==> config.mk <==
export PLATFORM = sky130hd
export DESIGN_NAME = msr_unit
export DESIGN_NICKNAME = d
export VERILOG_FILES = /design/src/rtl/msr_pkg.sv /design/src/rtl/msr_op_decode.sv /design/src/rtl/msr_ret_restore.sv /design/src/rtl/msr_next_sel.sv /design/src/rtl/msr_unit.sv
export SDC_FILE = /design/constraint.sdc
export NUM_CORES = 1
export LEC_CHECK = 0
export ABC_AREA = 1
export ABC_CLOCK_PERIOD_IN_PS = 3000
export CAP_MARGIN = 5
export CORE_MARGIN = 3
export CORE_UTILIZATION = 34
export DETAILED_ROUTE_END_ITERATION = 6
export HOLD_SLACK_MARGIN = 0.12
export PLACE_DENSITY_LB_ADDON = 0.25
export SLEW_MARGIN = 20
export SYNTH_ARGS = -nofsm -noshare
export SYNTH_HDL_FRONTEND = slang
export SYNTH_SLANG_ARGS = --single-unit
==> constraint.sdc <==
create_clock -name clk -period 3 [get_ports clk]
set_input_delay 0.45 -clock clk [delete_from_list [all_inputs] [get_ports clk]]
set_output_delay 0.45 -clock clk [all_outputs]
set_load 0.01 [all_outputs]
==> src/rtl/msr_pkg.sv <==
package msr_pkg;
  localparam int B_IE  = 1;
  localparam int B_C   = 2;
  localparam int B_BIP = 3;
  localparam int B_EE  = 8;
  localparam int B_EIP = 9;
  localparam int B_VER = 10;
  localparam int B_UM  = 11;
  localparam int B_UMS = 12;
  localparam int B_VM  = 13;
  localparam int B_VMS = 14;

  typedef enum logic [2:0] {
    SA_NONE,
    SA_SET,
    SA_CLR,
    SA_TO_MSR,
    SA_TO_OTHER,
    SA_FROM,
    SA_MMU
  } sr_act_e;

  typedef enum logic [1:0] {
    RK_NONE = 2'b00,
    RK_INTR = 2'b01,
    RK_BRK  = 2'b10,
    RK_EXC  = 2'b11
  } ret_kind_e;
endpackage

==> src/rtl/msr_op_decode.sv <==
module msr_op_decode
  import msr_pkg::*;
#(
  parameter int SR_NUM_W  = 14,
  parameter int PAGE_W    = 6,
  parameter int MMU_PAGE  = 16
) (
  input  logic                sr_valid,
  input  logic [SR_NUM_W+1:0] sr_imm,
  input  logic                sr_clr_sel,
  output sr_act_e             act,
  output logic [SR_NUM_W-1:0] num
);
  localparam int MODE_BIT = SR_NUM_W + 1;
  localparam int DIR_BIT  = SR_NUM_W;
  localparam logic [PAGE_W-1:0] PAGE_V = PAGE_W'(MMU_PAGE);

  logic in_mmu;

  always_comb begin
    num    = sr_imm[SR_NUM_W-1:0];
    in_mmu = (num[SR_NUM_W-1 -: PAGE_W] == PAGE_V);
    if (!sr_valid) begin
      act = SA_NONE;
    end else if (!sr_imm[MODE_BIT]) begin
      act = sr_clr_sel ? SA_CLR : SA_SET;
    end else if (in_mmu) begin
      act = SA_MMU;
    end else if (sr_imm[DIR_BIT]) begin
      act = (num == SR_NUM_W'(1)) ? SA_TO_MSR : SA_TO_OTHER;
    end else begin
      act = SA_FROM;
    end
  end
endmodule

==> src/rtl/msr_ret_restore.sv <==
module msr_ret_restore
  import msr_pkg::*;
#(
  parameter int DATA_W = 32
) (
  input  logic [DATA_W-1:0] cur,
  input  logic              ret_done,
  input  logic [1:0]        ret_kind,
  output logic [DATA_W-1:0] val,
  output logic              hit
);
  always_comb begin
    val        = cur;
    val[B_UM]  = cur[B_UMS];
    val[B_VM]  = cur[B_VMS];
    hit        = ret_done && (ret_kind != RK_NONE);
    case (ret_kind)
      RK_INTR: val[B_IE] = 1'b1;
      RK_BRK:  val[B_BIP] = 1'b0;
      RK_EXC: begin
        val[B_EE]  = 1'b1;
        val[B_EIP] = 1'b0;
      end
      default: val = cur;
    endcase
  end
endmodule

==> src/rtl/msr_next_sel.sv <==
module msr_next_sel
  import msr_pkg::*;
#(
  parameter int DATA_W = 32
) (
  input  sr_act_e           act,
  input  logic [DATA_W-1:0] cur,
  input  logic [DATA_W-1:0] opb,
  input  logic [DATA_W-1:0] ra_val,
  input  logic              ret_hit,
  input  logic [DATA_W-1:0] ret_val,
  input  logic              carry_we,
  input  logic              carry_in,
  output logic [DATA_W-1:0] nxt,
  output logic              upd
);
  localparam int NCARRY = 2;
  localparam int CARRY_POS [NCARRY] = '{B_C, DATA_W - 1};
  localparam logic [DATA_W-1:0] VER_MASK = DATA_W'(1) << B_VER;

  logic [DATA_W-1:0] carry_val;

  always_comb begin
    carry_val = cur;
    for (int i = 0; i < NCARRY; i++) begin
      carry_val[CARRY_POS[i]] = carry_in;
    end
  end

  always_comb begin
    upd = 1'b1;
    unique case (act)
      SA_SET:    nxt = cur | opb;
      SA_CLR:    nxt = cur & ~opb;
      SA_TO_MSR: nxt = ra_val;
      default: begin
        if (ret_hit)       nxt = ret_val;
        else if (carry_we) nxt = carry_val;
        else begin
          nxt = cur;
          upd = 1'b0;
        end
      end
    endcase
    nxt = nxt | VER_MASK;
  end
endmodule

==> src/rtl/msr_unit.sv <==
module msr_unit
  import msr_pkg::*;
#(
  parameter int DATA_W   = 32,
  parameter int SR_NUM_W = 14,
  parameter int PAGE_W   = 6,
  parameter int MMU_PAGE = 16
) (
  input  logic                       clk,
  input  logic                       rst_n,
  input  logic                       sr_valid,
  input  logic [SR_NUM_W+1:0]        sr_imm,
  input  logic                       sr_clr_sel,
  input  logic [DATA_W-1:0]          opb,
  input  logic [DATA_W-1:0]          ra_val,
  input  logic [DATA_W-1:0]          cur_pc,
  input  logic                       carry_we,
  input  logic                       carry_in,
  input  logic                       ret_done,
  input  logic [1:0]                 ret_kind,
  input  logic [DATA_W-1:0]          mmu_rdata,
  output logic [DATA_W-1:0]          msr,
  output logic                       carry_out,
  output logic [DATA_W-1:0]          rd_data,
  output logic                       rd_we,
  output logic                       mmu_req,
  output logic                       mmu_we,
  output logic [SR_NUM_W-PAGE_W-1:0] mmu_idx,
  output logic [DATA_W-1:0]          mmu_wdata,
  output logic                       state_chg
);
  localparam int IDX_W = SR_NUM_W - PAGE_W;
  localparam logic [DATA_W-1:0] RESET_VAL = DATA_W'(1) << B_VER;

  sr_act_e             act;
  logic [SR_NUM_W-1:0] num;
  logic [DATA_W-1:0]   msr_q, msr_d;
  logic                chg_q;
  logic                upd;
  logic [DATA_W-1:0]   ret_val;
  logic                ret_hit;

  msr_op_decode #(.SR_NUM_W(SR_NUM_W), .PAGE_W(PAGE_W), .MMU_PAGE(MMU_PAGE)) u_dec (
    .sr_valid   (sr_valid),
    .sr_imm     (sr_imm),
    .sr_clr_sel (sr_clr_sel),
    .act        (act),
    .num        (num)
  );

  msr_ret_restore #(.DATA_W(DATA_W)) u_ret (
    .cur      (msr_q),
    .ret_done (ret_done),
    .ret_kind (ret_kind),
    .val      (ret_val),
    .hit      (ret_hit)
  );

  msr_next_sel #(.DATA_W(DATA_W)) u_nxt (
    .act      (act),
    .cur      (msr_q),
    .opb      (opb),
    .ra_val   (ra_val),
    .ret_hit  (ret_hit),
    .ret_val  (ret_val),
    .carry_we (carry_we),
    .carry_in (carry_in),
    .nxt      (msr_d),
    .upd      (upd)
  );

  always_ff @(posedge clk or negedge rst_n) begin
    if (!rst_n) begin
      msr_q <= RESET_VAL;
    end else if (upd) begin
      msr_q <= msr_d;
    end
  end

  always_ff @(posedge clk or negedge rst_n) begin
    if (!rst_n) begin
      chg_q <= 1'b0;
    end else begin
      chg_q <= upd;
    end
  end

  always_comb begin
    rd_we   = 1'b0;
    rd_data = '0;
    case (act)
      SA_SET, SA_CLR: begin
        rd_we   = 1'b1;
        rd_data = msr_q;
      end
      SA_FROM: begin
        rd_we = 1'b1;
        if (num == SR_NUM_W'(0))      rd_data = cur_pc;
        else if (num == SR_NUM_W'(1)) rd_data = msr_q;
        else                          rd_data = '0;
      end
      SA_MMU: begin
        rd_we   = !sr_imm[SR_NUM_W];
        rd_data = mmu_rdata;
      end
      default: begin
        rd_we   = 1'b0;
        rd_data = '0;
      end
    endcase
  end

  assign mmu_req   = (act == SA_MMU);
  assign mmu_we    = mmu_req && sr_imm[SR_NUM_W];
  assign mmu_idx   = num[IDX_W-1:0];
  assign mmu_wdata = ra_val;
  assign msr       = msr_q;
  assign carry_out = msr_q[DATA_W-1];
  assign state_chg = chg_q;
endmodule

==> out/qor.yml, run 1 <==
status: "finished, final reports clean"
area_growth_pct: 76.1
ys_seq_area_share_pct: 20.1
finalSetupViolations: 0
syn-instance-count: 690
worstHoldPathType: "input pin to async pin"
synth_seq_cells: 32
synthFlopType: "dfrtp_1"
final_net_count: 1100
hold-worst-slack_ns: 0.255
netlist-cell-type-count: 32
die_h_microns: 114
synth.largest_area_cell: "dfrtp_1"
grt_max_degree: 33
synth_top_family_by_area: "simple AND/OR/NAND/NOR gates"
drive_gt1_share_pct: 18.0
grt_pass1_wl_microns: 27000
p_leak_nw: 3.41
slew_headroom_pct: 47.3
avgSynthCellArea_sq_um: 5.77
gr-total-overflow: 0
die_x_microns: 114
synth_compound_area_share_pct: 14.8
synth_top_area_share_pct: 20.1
cpMaxStageDelayCell: "or2_4"
track_usage_pct: 25.3
max_freq_mhz: 344
core_area_sq_um: 11100
slowest_delay_ns: 0.24
drcViolationCount: 0
finClkSkew_ns: 0.000658
muxShareOfSynthArea_pct: 0
pre_cts_ws_ns: -0.630
synth_common_cells: "184 x nand2_1, 98 x nand3_1, 82 x inv_1"
critical_path_required_ns: 2.55
synth_edf_count: 0
clock_sinks: 32
synth_area_leaders: "dfrtp_1 20%, nand2_1 17%, nand3_1 12%"
worst-slew-pin-transition_ns: 0.790
synth-simple-area-share_pct: 42.0
drt-vias-per-instance: 5.16
rows: 38
min_period_ns: 2.90
final_cells: 1083
io_pins: 262
setup.worst_path.class: "input pin to output pin"
rsz0062_at_grt: "true"
slew_violations: 0
crit_path_end_kind: "output pin"
yosysWarnings: 0
finalCritPeriodShare_pct: 96.8
initial_utilization_pct: 35.8
ir_drop_v: 0.000337
cp_cell_sequence: "buf_6 > or2_4 > nor2_4 > nand2_2 > nand2_2 > a21oi_4 > nor3_4 > buf_6 > inv_4 > ha_4 > inv_4 > nor2_4 > buf_12 > buf_8 > buf_6 > nand2_4 > nand3_2 > nand2_2 > inv_2 > buf_6"
async_reset_ff_share_pct: 100
clockBufferDepth: 2
tritoncts: "built"
synth_adder_area_share_pct: 1.26
dp_cells: 1051
cts_buffers: 5
fin_ws_ns: 0.0955
cap_violations: 0
hpwlAfterDp_microns: 12900
syn-num-nets: 847
routed_wl_microns: 18000
drt_iter0_drc: 395
yosysMostFrequentCell: "nand2_1"
root_buffer: "clkbuf_16"
synth_area_sq_um: 3980
final_area_sq_um: 7010
wire_per_inst_microns: 16.6
gp_congestion: 0.883
portBuffers: 257
grt_pass1_vias: 5408
clk_pin_slew_ns: 0.05
arrival_ns: 2.45
vias: 5592
diodes: 0
antenna_found_initial: 0
cp_common_cell: "buf_6"
clk_latency_ns: 0.27
power.density_nw_per_um2: 330
h-tree-depth: 2
first_pass_iters: 5
cp-start-kind: "input pin"
dpl_cell_area_sq_um: 6630
cts_hold_buf: 0
crit_fanout: 8
dieArea_sq_um: 13000
synth_xor_area_share_pct: 0
ant_nets: 0
hold_violations: 0
[kinds of logic after synthesis]
family                     Yosys count
buffers and inverters              169
AOI/OAI and AO/OA                   97
other                                1
DFF                                 32
and+or+nand+nor                    387
adders and majority gates            4
[path summary, 6_finish.rpt]
check                                      end  slack, ns                 from  cells past startpoint
max                                rd_data[12]        0.1           sr_imm[12]                     20
min                         msr[3]$_DFFE_PN0P_       0.26                rst_n                      1
max reg2reg                 msr[1]$_DFFE_PN0P_       1.86   msr[1]$_DFFE_PN0P_                      5
min reg2reg                msr[23]$_DFFE_PN0P_       0.57  msr[23]$_DFFE_PN0P_                      2
max in group asynchronous  msr[30]$_DFFE_PN0P_       2.24                rst_n                      1
min in group clk           msr[23]$_DFFE_PN0P_       0.57  msr[23]$_DFFE_PN0P_                      2
[per-layer routing]
layer / GRT usage (%) / vias up / share of wire [%]
li1: - / 2688 / -
met1: 29.8 / 2619 / 39
met2: 46.3 / 257 / 52
met3: 5.55 / 28 / 8.0
met4: 6.81 / 0 / 1.7
met5: 0 / - / 0
[metrics by stage]
| step | total power, mW | TNS (ns) | util [%] |
|---|---|---|---|
| 6_report | 2.31 | 0 | 63.0 |
| 5_1_grt | 2.46 | -0.0506 | 63.0 |
| 4_1_cts | 2.32 | -0.0404 | 62.5 |
| 3_5_place_dp | 1.81 | -21.66 | 59.6 |
| 3_3_place_gp | 1.79 | -20.42 | 59.6 |
| 2_1_floorplan | 1.14 | -0.0907 | - |
[cells in the final DEF (no fill, tap or decap), types with 11 or more instances in the layout]
cell,instances
nand2_1,176
clkdlybuf4s50_1,204
clkbuf_2,31
buf_2,14
nand3_1,97
nand4_1,15
dfrtp_1,32
buf_6,11
o21ai_0,49
buf_4,52
o211ai_1,32
inv_1,75
nor2_1,63
[power breakdown]
group	switching (mW)	leakage (nW)	internal, mW
Combinational	0.514	2.96	0.623
Clock	0.189	0.0667	0.302
Sequential	0.148	0.385	0.540
Total	0.850	3.41	1.46
[worst max-delay path, delay by kind of cell]
family / cells / cell delay (ns)
AOI/OAI and AO/OA: 1 / 0.06
adders and majority gates: 1 / 0.17
buffers and inverters: 9 / 0.84
and+or+nand+nor: 9 / 0.92
[registers in the layout, indices dropped and copies added, names as in the netlist]
| register | cells |
|---|---|
| state_chg | 1 |
| msr | 31 |
[layout make-up]
class	instances	area (sq um)
clock buffers	6	129
clock inverters	1	5.00
fillers	1051	4110
inverters	84	323
multi-input cells	489	2450
flip-flops and latches	32	801
well taps	140	175
repair buffers	331	3130
[timing repair]
item | in CTS | in global routing
buffers inserted | 12 | 7
cloned | 2 | 4
pin swaps | 16 | 20
setup endpoints to repair | 35 | 35
resized for setup | 146 | 67
No activity file was read; power rests on OpenSTA's default activity.
==> inputs of run 2 (changes only) <==
Settings changed: CELL_PAD_IN_SITES_DETAIL_PLACEMENT set to 0, CELL_PAD_IN_SITES_GLOBAL_PLACEMENT set to 2, CORE_UTILIZATION 34 to 15, PLACE_DENSITY_LB_ADDON 0.25 to 0.15.
==> run 2 against run 1 <==
Against the previous run: clock power grew 4.1%; non-clock buffer count unchanged; design area is 5.4% higher; combinational power is 4% higher; routed wire length increased by 26%; power rose by 3.2%; clock skew hardly changed; sequential power is 2% higher; first-iteration DRC count shrank 32%; largest cell class unchanged.
==> out/qor.yml, run 2 (synthesis gave the netlist of run 1 again) <==
crit_fanout: 5  # -3
ant_nets: 0  # unchanged
most-common-layout-cells: "205 x clkdlybuf4s50_1, 162 x nand2_1, 89 x nand3_1"
tns_ns: 0  # unchanged
arrival_ns: 2.44  # about the same
dieArea_sq_um: 28500  # +120%
antenna_found_initial: 1  # +1
cp-start-kind: "input pin"
initial_utilization_pct: 15.3  # -21 points
clock_sinks: 32  # unchanged
max_freq_mhz: 346  # +0.58%
finalCritPeriodShare_pct: 96.3  # -0.56 points
area_growth_pct: 85.5
final_area_sq_um: 7390  # +5.4%
cap_violations: 0  # unchanged
portBuffers: 257  # unchanged
worstHoldPathType: "input pin to async pin"
diodes: 0  # unchanged
power_mw: 2.39  # +3.2%
reg2regPathDepth: 5  # unchanged
wire_per_inst_microns: 17.8  # +7.0%
grt_pass1_vias: 5688  # +5.2%
die_h_microns: 169  # +48%
fillerInstances: 2940  # +180%
ir_drop_v: 0.000194  # -42%
rsz0062_at_grt: "true"
final_common_cell: "clkdlybuf4s50_1"
r2r-end: "msr[8]$_DFFE_PN0P_"
drcViolationCount: 0  # unchanged
p_leak_nw: 3.52  # +3.3%
critical_path_required_ns: 2.55  # about the same
slew_headroom_pct: 40.1  # -7.2 points
hold-worst-slack_ns: 0.284  # +0.0291 ns
finalSetupViolations: 0  # unchanged
io_pins: 262  # unchanged
clk_pin_slew_ns: 0.05  # about the same
grt_pass1_wl_microns: 34000  # +26%
hpwlAfterDp_microns: 16100  # +25%
clk_latency_ns: 0.28  # about the same
min_period_ns: 2.89  # -0.0169 ns
routed_wl_microns: 22700  # +26%
power.density_nw_per_um2: 323  # -2.0%
cts_buffers: 5  # unchanged
final_cells: 1278  # +18%
vias: 5414  # -3.2%
worst-slew-pin-transition_ns: 0.898  # +0.109 ns
final_net_count: 1100  # unchanged
gr-total-overflow: 0  # unchanged
dp_cells: 1252  # +19%
drive_gt1_share_pct: 20.0  # +2.0 points
crit_path_end_kind: "output pin"
cts_hold_buf: 0  # unchanged
root_buffer: "clkbuf_16"
drt_iter0_drc: 267  # -32%
h-tree-depth: 2  # unchanged
tritoncts: "built"
regArea_sq_um: 801  # unchanged
critPathLaunch: "sr_imm[14]"
dpl_cell_area_sq_um: 7010  # +5.7%
largest_register_ffs: 31  # unchanged
slew_violations: 0  # unchanged
rows: 59  # +55%
r2r-start: "msr[8]$_DFFE_PN0P_"
gp_congestion: 0.755  # -15%
hold_violations: 0  # unchanged
first_pass_iters: 5  # unchanged
drt-vias-per-instance: 4.24  # -18%
multi_input_area_sq_um: 2520  # +3.1%
finClkSkew_ns: 0.000399  # -0.000259 ns
die_x_microns: 169  # +48%
crit_path_end: "rd_data[9]"
grt_max_degree: 33  # unchanged
r2r_slack_ns: 1.85  # about the same
track_usage_pct: 15.5  # -9.9 points
status: "finished, final reports clean"
setup.worst_path.class: "input pin to output pin"
core_area_sq_um: 26100  # +130%
clockBufferDepth: 2  # unchanged
[run 2: worst min path at each step]
| stage | start | endpoint | slack [ns] | cells after the start |
|---|---|---|---|---|
| 4_1_cts | rst_n | msr[23]$_DFFE_PN0P_ | 0.33 | 1 |
| 3_3_place_gp | msr[6]$_DFFE_PN0P_ | msr[6]$_DFFE_PN0P_ | 0.56 | 2 |
| 6_report | rst_n | msr[30]$_DFFE_PN0P_ | 0.28 | 1 |
| 5_1_grt | rst_n | msr[23]$_DFFE_PN0P_ | 0.36 | 1 |
| 2_1_floorplan | rst_n | msr[0]$_DFFE_PN0P_ | 0.15 | 0 |
| 3_5_place_dp | msr[6]$_DFFE_PN0P_ | msr[6]$_DFFE_PN0P_ | 0.57 | 2 |
[run 2: power breakdown]
part,internal [mW],switching (mW),total [mW],leakage (nW)
clock network,0.302,0.208,0.510,0.0667
registers,0.540,0.163,0.702,0.385
logic,0.640,0.537,1.18,3.07
[run 2: critical path, stage by stage]
cell and delay (ns):
clkdlybuf4s50_1 0.47, nand3_2 0.11, nand2_2 0.05, a22oi_2 0.16, buf_4 0.15, inv_4 0.04, ha_4 0.16, buf_8 0.15
buf_6 0.12, o211ai_1 0.23, nand3_1 0.11, nand2_1 0.08, inv_1 0.04, buf_2 0.13
[run 2: what timing repair did]
action / 4_1_cts / 5_1_grt
gates cloned: 5 / 2
pin swaps: 26 / 21
setup endpoints to repair: 43 / 34
setup buffers: 18 / 2
gates resized for setup: 234 / 37
[run 2: through the flow]
| stage | util (%) | setup slack, ns |
|---|---|---|
| final | 28.4 | 0.112 |
| after global routing | 28.4 | -0.0221 |
| after CTS | 28.2 | 0.00388 |
| after detailed placement | 26.9 | -0.695 |
| after global placement | 26.9 | -0.712 |
| after floorplan | - | -0.00621 |
[run 2: layout make-up]
type | count | share of cell area [%]
timing repair buffer | 331 | 43.2
inverter | 84 | 4.37
tap | 335 | 5.67
multi-input combinational | 489 | 34.1
sequential | 32 | 10.8
clock inverter | 1 | 0.0677
clock buffer | 6 | 1.74
[run 2: routing by layer]
layer  up-vias  routed length (microns)  GRT usage (%)
met5         -                       13              0
met4         2                      295           2.81
met1      2497                    10400           20.9
met3        18                     1780           4.37
met2       199                    10200           24.9
li1       2698                        -              -
==> inputs of run 3 (changes only) <==
==> constraint.sdc (replaced) <==
create_clock -name clk -period 3 [get_ports clk]
set_input_delay 0.9 -clock clk [delete_from_list [all_inputs] [get_ports clk]]
set_output_delay 0.9 -clock clk [all_outputs]
set_load 0.01 [all_outputs]
==> run 3 against run 2 <==
Against the previous run: the run now ends with negative setup slack left; core utilization increased by 2.7 points; design area increased by 9.3%; sequential share of layout area decreased by 0.93 points; critical path depth increased by 5; clock skew increased by 0.0013 ns; register-to-register slack about the same.
==> out/qor.yml, run 3 (synthesis gave the netlist of run 1 again) <==
status: "finished with violations"
violations: "negative setup slack"
cts_buffers: 5  # unchanged
most-common-layout-cells: "204 x clkdlybuf4s50_1, 135 x nand2_1, 78 x nand3_1"
regArea_sq_um: 801  # unchanged
slew_violations: 0  # unchanged
rows: 59  # unchanged
setup.worst_path.class: "input pin to output pin"
ir_drop_v: 0.000171  # -12%
track_usage_pct: 15.3  # -0.21 points
drive_gt1_share_pct: 29.8  # +9.7 points
worstHoldPathType: "flop to flop"
rsz0062_at_grt: "true"
h-tree-depth: 2  # unchanged
fin_ws_ns: -0.869  # -0.981 ns
root_buffer: "clkbuf_16"
cp-start-kind: "input pin"
clk_pin_slew_ns: 0.06  # about the same
die_x_microns: 169  # unchanged
wire_per_inst_microns: 17.7  # -0.49%
ant_nets: 0  # unchanged
finalCritPeriodShare_pct: 129  # +33 points
hold_violations: 0  # unchanged
grt_pass1_wl_microns: 33700  # -0.85%
area_growth_pct: 103
final_common_cell: "clkdlybuf4s50_1"
tritoncts: "built"
dp_cells: 1262  # +0.80%
initial_utilization_pct: 15.3  # unchanged
first_pass_iters: 4  # -1
pwr-share-clk_pct: 20.8  # -0.5 points
max_freq_mhz: 258  # -25%
power.density_nw_per_um2: 308  # -4.6%
drcViolationCount: 0  # unchanged
dpl_cell_area_sq_um: 7080  # +0.96%
core_area_sq_um: 26100  # unchanged
r2r_slack_ns: 1.86  # about the same
p_int_mw: 1.54  # +4.2%
hold-worst-slack_ns: 0.561  # +0.276 ns
drt-vias-per-instance: 4.23  # -0.12%
final_cells: 1306  # +2.2%
p_sw_share_pct: 38.0  # +0.078 points
clk_latency_ns: 0.29  # about the same
largest_register_ffs: 31  # unchanged
pwr-share-comb_pct: 51.2  # +1.9 points
pre_cts_ws_ns: -1.57  # -0.872 ns
hpwlAfterDp_microns: 16800  # +4.4%
portBuffers: 257  # unchanged
gr-total-overflow: 0  # unchanged
critical_path_required_ns: 2.10  # -0.45 ns
cap_violations: 0  # unchanged
diodes: 0  # unchanged
finClkSkew_ns: 0.00174  # +0.00134 ns
cts_hold_buf: 0  # unchanged
multi_input_area_sq_um: 2710  # +7.3%
clock_sinks: 32  # unchanged
antenna_found_initial: 1  # unchanged
gp_congestion: 0.739  # -2.2%
final_net_count: 1128  # +2.5%
p_seq_share_pct: 28.0  # -1.4 points
p_leak_nw: 3.84  # +9.1%
fillerInstances: 2910  # -1.0%
vias: 5526  # +2.1%
arrival_ns: 2.97  # +0.53 ns
dieArea_sq_um: 28500  # unchanged
crit_fanout: 6  # +1
final_area_sq_um: 8080  # +9.3%
finalSetupViolations: 44  # +44
die_h_microns: 169  # unchanged
slew_headroom_pct: 62.7  # +23 points
io_pins: 262  # unchanged
p_sw_mw: 0.948  # +4.5%
clockBufferDepth: 2  # unchanged
min_period_ns: 3.87  # +0.981 ns
routed_wl_microns: 23100  # +1.7%
crit_path_end_kind: "output pin"
drt_iter0_drc: 302  # +13%
worst-slew-pin-transition_ns: 0.559  # -0.340 ns
grt_pass1_vias: 5630  # -1.0%
grt_max_degree: 32  # -3.0%
[run 3: changes by cell type in the layout (fill, tap and decap cells not counted), sizes merged]
cell,previous run,this run
buf,119,144
clkbuf,8,11
clkdlybuf4s15,0,3
clkdlybuf4s50,205,204
dlymetal6s2s,2,0
[run 3: metrics by stage]
step,total power [mW],TNS [ns],util (%)
floorplan,1.17,-16.53,-
global placement,1.92,-75.17,27.2
detailed placement,1.91,-74.87,27.2
CTS,2.47,-26.80,29.0
global route,2.67,-33.99,31.0
finish,2.49,-27.56,31.0
[run 3: cell type report]
type / count / area share [%]
Multi-Input combinational cell: 489 / 33.5
Timing Repair Buffer: 359 / 45.8
Inverter: 84 / 3.96
Clock inverter: 1 / 0.0619
Tap cell: 335 / 5.19
Sequential cell: 32 / 9.91
Clock buffer: 6 / 1.60
[run 3: worst paths after layout]
path,from,to,depth (start not counted)
setup / recovery,sr_imm[12],rd_data[28],19
hold / removal,msr[0]$_DFFE_PN0P_,msr[0]$_DFFE_PN0P_,2
setup reg to reg,msr[9]$_DFFE_PN0P_,msr[9]$_DFFE_PN0P_,5
hold reg to reg,msr[0]$_DFFE_PN0P_,msr[0]$_DFFE_PN0P_,2
max in group asynchronous,rst_n,msr[30]$_DFFE_PN0P_,2
min in group asynchronous,rst_n,msr[29]$_DFFE_PN0P_,1
[run 3: repair_timing]
| item | in CTS | in global routing |
|---|---|---|
| cloned | 4 | 4 |
| gates resized for setup | 238 | 121 |
| endpoints found under the setup margin | 67 | 63 |
| setup buffers | 20 | 12 |
| pin swaps | 24 | 21 |
[run 3: metal layers]
metal | global-route usage, % | vias to the layer above | wire length [microns]
met1 | 20.2 | 2577 | 10400
li1 | - | 2764 | -
met5 | 0 | - | 13
met2 | 25.9 | 173 | 10900
met3 | 3.71 | 10 | 1640
met4 | 1.92 | 2 | 114
[run 3: worst max-delay path, stage by stage]
cell and delay, ns:
buf_6 0.09, or2_4 0.24, nor2_4 0.14, nand2_2 0.07
nand2_2 0.07, a21oi_4 0.06, nor3_4 0.21, buf_6 0.13
ha_4 0.14, inv_2 0.04, nor2_4 0.12, buf_6 0.14
buf_12 0.10, clkbuf_16 0.15, nand2_2 0.06, nand3_2 0.09
nand2_1 0.07, inv_2 0.06, buf_6 0.09
[run 3: power groups by stage]
stage / clock (mW) / combinational [mW] / sequential [mW]
floorplan: 0 / 0.459 / 0.710
finish: 0.518 / 1.28 / 0.698
CTS: 0.543 / 1.23 / 0.697
global placement: 0 / 1.21 / 0.712
detailed placement: 0 / 1.21 / 0.702
global route: 0.557 / 1.39 / 0.723
